==> src/rtl/xfer_pkg.sv <==
package xfer_pkg;
  parameter int unsigned DW   = 12;
  parameter int unsigned SELW = 3;
  parameter int unsigned FNW  = 4;

  // register slots in the load-strobe vector
  localparam int unsigned SLOT_PC = 0;
  localparam int unsigned SLOT_MB = 1;
  localparam int unsigned SLOT_MA = 2;
  localparam int unsigned SLOT_IR = 3;
  localparam int unsigned SLOT_AC = 4;
  localparam int unsigned NREG    = 5;

  // operand source codes
  localparam logic [SELW-1:0] SRC_PC = 3'd0;
  localparam logic [SELW-1:0] SRC_MB = 3'd1;
  localparam logic [SELW-1:0] SRC_MA = 3'd2;
  localparam logic [SELW-1:0] SRC_SW = 3'd5;

  // logic-mode functions
  localparam logic [FNW-1:0] FN_PASS = 4'b1111;
  localparam logic [FNW-1:0] FN_NOT  = 4'b0000;
  localparam logic [FNW-1:0] FN_ZERO = 4'b0011;
  localparam logic [FNW-1:0] FN_OR   = 4'b1110;
  localparam logic [FNW-1:0] FN_AND  = 4'b1011;
  // arithmetic-mode functions
  localparam logic [FNW-1:0] FN_ADD  = 4'b1001;
  localparam logic [FNW-1:0] FN_INC  = 4'b0000;
endpackage

==> src/rtl/xfer_reg.sv <==
module xfer_reg #(
  parameter int unsigned W = 12
) (
  input  logic         clk,
  input  logic         rst_n,
  input  logic         ld,
  input  logic [W-1:0] d,
  output logic [W-1:0] q
);
  logic [W-1:0] q_nxt;

  always_comb begin
    q_nxt = q;
    if (ld) q_nxt = d;
  end

  always_ff @(posedge clk or negedge rst_n) begin
    if (!rst_n) q <= '0;
    else        q <= q_nxt;
  end
endmodule

==> src/rtl/xfer_src_mux.sv <==
module xfer_src_mux #(
  parameter int unsigned W    = 12,
  parameter int unsigned SELW = 3,
  localparam int unsigned NSRC = 1 << SELW
) (
  input  logic [NSRC-1:0][W-1:0] src,
  input  logic [SELW-1:0]        sel,
  output logic [W-1:0]           opnd
);
  always_comb begin
    opnd = '0;
    for (int i = 0; i < NSRC; i++) begin
      if (sel == SELW'(i)) opnd = src[i];
    end
  end
endmodule

==> src/rtl/xfer_alu.sv <==
module xfer_alu
  import xfer_pkg::*;
#(
  parameter int unsigned W = 12
) (
  input  logic [W-1:0]   a,
  input  logic [W-1:0]   b,
  input  logic [FNW-1:0] fn,
  input  logic           lmode,
  input  logic           cin,
  output logic [W-1:0]   f,
  output logic           cout
);
  logic [W:0] sum_ab;
  logic [W:0] sum_a;

  always_comb begin
    sum_ab = {1'b0, a} + {1'b0, b} + {{W{1'b0}}, cin};
    sum_a  = {1'b0, a} + {{W{1'b0}}, cin};
  end

  always_comb begin
    f    = '0;
    cout = 1'b0;
    if (lmode) begin
      unique case (fn)
        FN_PASS: f = a;
        FN_NOT:  f = ~a;
        FN_ZERO: f = '0;
        FN_OR:   f = a | b;
        FN_AND:  f = a & b;
        default: f = '0;
      endcase
    end else begin
      unique case (fn)
        FN_ADD:  {cout, f} = sum_ab;
        FN_INC:  {cout, f} = sum_a;
        default: begin
          f    = '0;
          cout = 1'b0;
        end
      endcase
    end
  end
endmodule

==> src/rtl/xfer_datapath.sv <==
module xfer_datapath
  import xfer_pkg::*;
#(
  parameter int unsigned DATA_W = DW
) (
  input  logic              clk,
  input  logic              rst_n,
  input  logic [SELW-1:0]   src_sel,
  input  logic [FNW-1:0]    fn_sel,
  input  logic              logic_mode,
  input  logic              carry_in,
  input  logic [DATA_W-1:0] sw_val,
  input  logic              ld_pc,
  input  logic              ld_mb,
  input  logic              ld_ma,
  input  logic              ld_ir,
  input  logic              ld_ac,
  output logic [DATA_W-1:0] bus_q,
  output logic [DATA_W-1:0] pc_q,
  output logic [DATA_W-1:0] mb_q,
  output logic [DATA_W-1:0] ma_q,
  output logic [DATA_W-1:0] ir_q,
  output logic [DATA_W-1:0] ac_q,
  output logic              link_q
);
  localparam int unsigned NSRC = 1 << SELW;

  // reset release synchroniser
  logic [1:0] rst_pipe;
  logic       rst_q_n;

  always_ff @(posedge clk or negedge rst_n) begin
    if (!rst_n) rst_pipe <= 2'b00;
    else        rst_pipe <= {rst_pipe[0], 1'b1};
  end
  assign rst_q_n = rst_pipe[1];

  logic [NREG-1:0]             ld_vec;
  logic [NREG-1:0][DATA_W-1:0] q_vec;
  logic [NSRC-1:0][DATA_W-1:0] src_vec;
  logic [DATA_W-1:0]           opnd;
  logic [DATA_W-1:0]           bus;
  logic                        cout;

  always_comb begin
    ld_vec          = '0;
    ld_vec[SLOT_PC] = ld_pc;
    ld_vec[SLOT_MB] = ld_mb;
    ld_vec[SLOT_MA] = ld_ma;
    ld_vec[SLOT_IR] = ld_ir;
    ld_vec[SLOT_AC] = ld_ac;
  end

  always_comb begin
    src_vec         = '0;
    src_vec[SRC_PC] = q_vec[SLOT_PC];
    src_vec[SRC_MB] = q_vec[SLOT_MB];
    src_vec[SRC_MA] = q_vec[SLOT_MA];
    src_vec[SRC_SW] = sw_val;
  end

  xfer_src_mux #(.W(DATA_W), .SELW(SELW)) u_mux (
    .src  (src_vec),
    .sel  (src_sel),
    .opnd (opnd)
  );

  xfer_alu #(.W(DATA_W)) u_alu (
    .a     (opnd),
    .b     (q_vec[SLOT_AC]),
    .fn    (fn_sel),
    .lmode (logic_mode),
    .cin   (carry_in),
    .f     (bus),
    .cout  (cout)
  );

  for (genvar g = 0; g < NREG; g++) begin : g_reg
    xfer_reg #(.W(DATA_W)) u_reg (
      .clk   (clk),
      .rst_n (rst_q_n),
      .ld    (ld_vec[g]),
      .d     (bus),
      .q     (q_vec[g])
    );
  end

  xfer_reg #(.W(1)) u_link (
    .clk   (clk),
    .rst_n (rst_q_n),
    .ld    (ld_ac),
    .d     (cout),
    .q     (link_q)
  );

  assign bus_q = bus;
  assign pc_q  = q_vec[SLOT_PC];
  assign mb_q  = q_vec[SLOT_MB];
  assign ma_q  = q_vec[SLOT_MA];
  assign ir_q  = q_vec[SLOT_IR];
  assign ac_q  = q_vec[SLOT_AC];
endmodule

==> config.mk <==
export PLATFORM = sky130hd
export DESIGN_NAME = xfer_datapath
export DESIGN_NICKNAME = d
export VERILOG_FILES = /design/src/rtl/xfer_pkg.sv /design/src/rtl/xfer_reg.sv /design/src/rtl/xfer_src_mux.sv /design/src/rtl/xfer_alu.sv /design/src/rtl/xfer_datapath.sv
export SDC_FILE = /design/constraint.sdc
export NUM_CORES = 1
export LEC_CHECK = 0
export ABC_AREA = 1
export CAP_MARGIN = 20
export CORE_ASPECT_RATIO = 0.75
export CORE_MARGIN = 8
export CORE_UTILIZATION = 55
export CTS_CLUSTER_DIAMETER = 30
export DETAILED_ROUTE_END_ITERATION = 6
export GPL_TIMING_DRIVEN = 0
export HOLD_SLACK_MARGIN = 0.1
export PLACE_DENSITY_LB_ADDON = 0.08
export RECOVER_POWER = 25
export REMOVE_ABC_BUFFERS = 1
export SYNTH_ARGS = -nofsm -noshare
export SYNTH_HDL_FRONTEND = slang
export SYNTH_SLANG_ARGS = --single-unit
==> constraint.sdc <==
create_clock -name clk -period 5 [get_ports clk]
set_input_delay 0.75 -clock clk [delete_from_list [all_inputs] [get_ports clk]]
set_output_delay 0.75 -clock clk [all_outputs]
set_load 0.02 [all_outputs]
==> results.toml <==
[run_status]
status = "finished, violations left"
violations = "max-capacitance violations, max-slew violations"

[detailed_routing]
first_pass_iters = 5
viasPerCell = 5.834
vias = 4720
wl_um = 14720
drc = 0
wl_per_cell_um = 18.19
antenna_left = 0
dr.first_iter.drc_count = 399

[global_route]
overflow = 0
antenna_found_initial = 0
grt_max_degree = 37
grt_pass1_vias = 4552
grt_pass1_wl_um = 23540
grt_usage = 0.2646

[sta]
skew_ps = 5.622
max-slew-margin-rel = -0.2711
clock.fmax_mhz = 212.9
layout_min_cycle_time_ps = 4697
period_share = 0.9394
worst_pin_slew_ps = 1907
slew_violations = 37
holdWs_ps = 361.2
rsz0062_at_grt = "false"
timing.final.ws_setup_ps = 303.2
setup_viol = 0
hold_viol = 0

[synth]
yosys.area_share.adder = 0.08338
synth_cell_types = 41
synth_mux_area_frac = 0
synth-xor-area-share = 0.005997
synth_compound_area_frac = 0.1356
synth-seq-cells = 63
avgSynthCellArea_um2 = 7.267
synth_warnings = 0
yosysSeqAreaShare = 0.3598
netlist_instances = 603
synth-simple-area-share = 0.3421
syn_area_um2 = 4382
synth_top_family_by_area = "simple AND/OR/NAND/NOR gates"

[clock_network]
clock-sinks = 63
cts_tree = "done"
htreeDepth = 3
hold_buffers = 0
clk_pin_slew_ps = 70
clock_latency_ps = 350
numCtsBuffers = 9
cts.path.max_buffers = 2
cts-root-buf = "clkbuf_8"

[placement]
placedInstanceArea_um2 = 5431
port_buffers = 100
placedCellCount = 787
place_congestion = 0.9184
pre_cts_ws_ps = -823.1
hpwl_um = 10890

[worst_setup_path]
critPathMaxFanout = 15
path_class = "in -> out"
crit_top_cell = "nand2_1"
worstPathRequired_ps = 4250
crit_path_top_delay_cell = "fa_1"
cpPeakStageDelay_ps = 440
cp-start-kind = "input pin"
cp.arrival_ps = 3950
endpoint_kind = "primary output"
path_cells = "clkbuf_4 -> inv_6 -> nand2_1 -> nor2_4 -> nand2_1 -> nand2_1 -> a21oi_1 -> nand2_1 -> inv_1 -> fa_1 -> inv_1 -> fa_1 -> nand3_1 -> nand3_1 -> nand2_1 -> nand2_1 -> o21ai_0 -> a21oi_1 -> o21ai_1 -> nand2_2 -> dlygate4sd2_1"

[floorplan]
die_w_um = 119.1
io_pins = 101
coreArea_um2 = 7812
core.rowCount = 28
initial_core_util = 0.5609
fp.dieArea_um2 = 11110
dieHeight_um = 93.30

[layout]
final_cell_mix = "nand2_1 (191), clkdlybuf4s50_1 (91), dfrtp_1 (63)"
final_cell_area_um2 = 5683
antenna_cells = 0
n_fill_cell = 633
final_common_cell = "nand2_1"
layout.nets = 755
drive_gt1_frac = 0.09375
fin_cells = 809
syn_to_final_growth_pct = 29.70

[pwr]
totalPowerFinal_mw = 1.335
power_leakage_nw = 2.610
p_per_area_nw_per_um2 = 234.9
vdd_drop_max_uv = 194.5

[min_path]
holdCritPathClass = "reg -> reg"

[run]
drv_cap = 1
## synth_stat cells, drive strengths merged
master	count	area, um^2
nand2	196	748.2
dfrtp	63	1577
nand3	54	280.3
inv	52	195.2
nor2	50	220.2
o21ai	50	261.5
ha	26	325.3
a31oi	25	156.4
nand4	24	221.5
a21oi	15	78.83
buf	14	83.82
clkbuf	9	33.78
o22ai	4	25.02
a211oi	2	15.01
fa	2	40.04
nor3	2	10.01
o221ai	2	17.52
xnor2	2	17.52
a21boi	1	7.510
a22o	1	8.760
clkinv	1	3.750
conb	1	3.750
nor4	1	6.260
o2111ai	1	8.760
o21a	1	7.510
o21bai	1	7.510
or2	1	6.260
or3	1	6.260
xor2	1	8.760
## power breakdown
part           internal (mW)  total [mW]  switching, mW
clock                  0.233       0.455          0.222
combinational          0.123       0.311          0.188
sequential             0.539       0.569         0.0303
total                  0.895        1.33          0.440
## routing by layer
layer | wire, um | global-route usage | vias up | share of wire
li1 | - | - | 2214 | -
met1 | 6370 | 0.3405 | 2221 | 0.43
met2 | 6746 | 0.4237 | 258 | 0.46
met3 | 1288 | 0.07044 | 27 | 0.088
met4 | 312 | 0.09129 | 0 | 0.021
met5 | 0 | 0 | - | 0
## path summary, 6_finish.rpt
| check | from | endpoint | slack, ps | depth (start not counted) |
|---|---|---|---|---|
| worst max-delay path | src_sel[1] | bus_q[8] | 300 | 21 |
| worst min-delay path | rst_pipe[0] | rst_pipe[1] | 360 | 0 |
| worst max register to register | g_reg[0].u_reg.q[0] | g_reg[4].u_reg.q[6] | 1970 | 20 |
| worst min register to register | rst_pipe[0] | rst_pipe[1] | 360 | 0 |
| max in group asynchronous | rst_pipe[1] | g_reg[1].u_reg.q[4] | 2210 | 1 |
| min in group asynchronous | rst_pipe[1] | g_reg[2].u_reg.q[2] | 460 | 0 |
## cell families after synthesis
kind of cell | count (synthesis)
simple gates | 329
compound gates | 103
buf+inv | 76
flops | 63
fa+ha+maj | 28
xor+xnor | 3
other cells | 1
## per-stage QoR
step / util / TNS, ps
2_1_floorplan: - / 0
6_report: 0.7274 / 0
4_1_cts: 0.7225 / 0
3_5_place_dp: 0.6952 / -6701
5_1_grt: 0.7274 / 0
3_3_place_gp: 0.6907 / -9716
## layout make-up
type | count | area (um^2) | share of cell area
clock buffer | 10 | 127.6 | 0.02246
inverter | 53 | 203.9 | 0.03589
clock inverter | 6 | 70.07 | 0.01233
multi-input combinational | 464 | 2509 | 0.4414
tap | 105 | 131.4 | 0.02312
timing repair buffer | 108 | 1065 | 0.1874
sequential | 63 | 1577 | 0.2774
## critical path, delay by kind of cell
family / cells / cell delay [ps]
AND/OR/NAND/NOR: 10 / 1190
buffers and inverters: 5 / 960
adder cells (fa/ha/maj): 2 / 660
AO/OA/AOI/OAI: 4 / 390
## state kept, by name, summed over array words and instances, names as in the netlist
name and cells:
u_link.q 1, g.u_reg.q 60, rst_pipe 2
## what timing repair did
item,4_1_cts,5_1_grt
setup endpoints to repair,12,10
resized for setup,18,15
setup buffers,0,6
pin swaps,0,3
(Power assumes the default switching activity.)
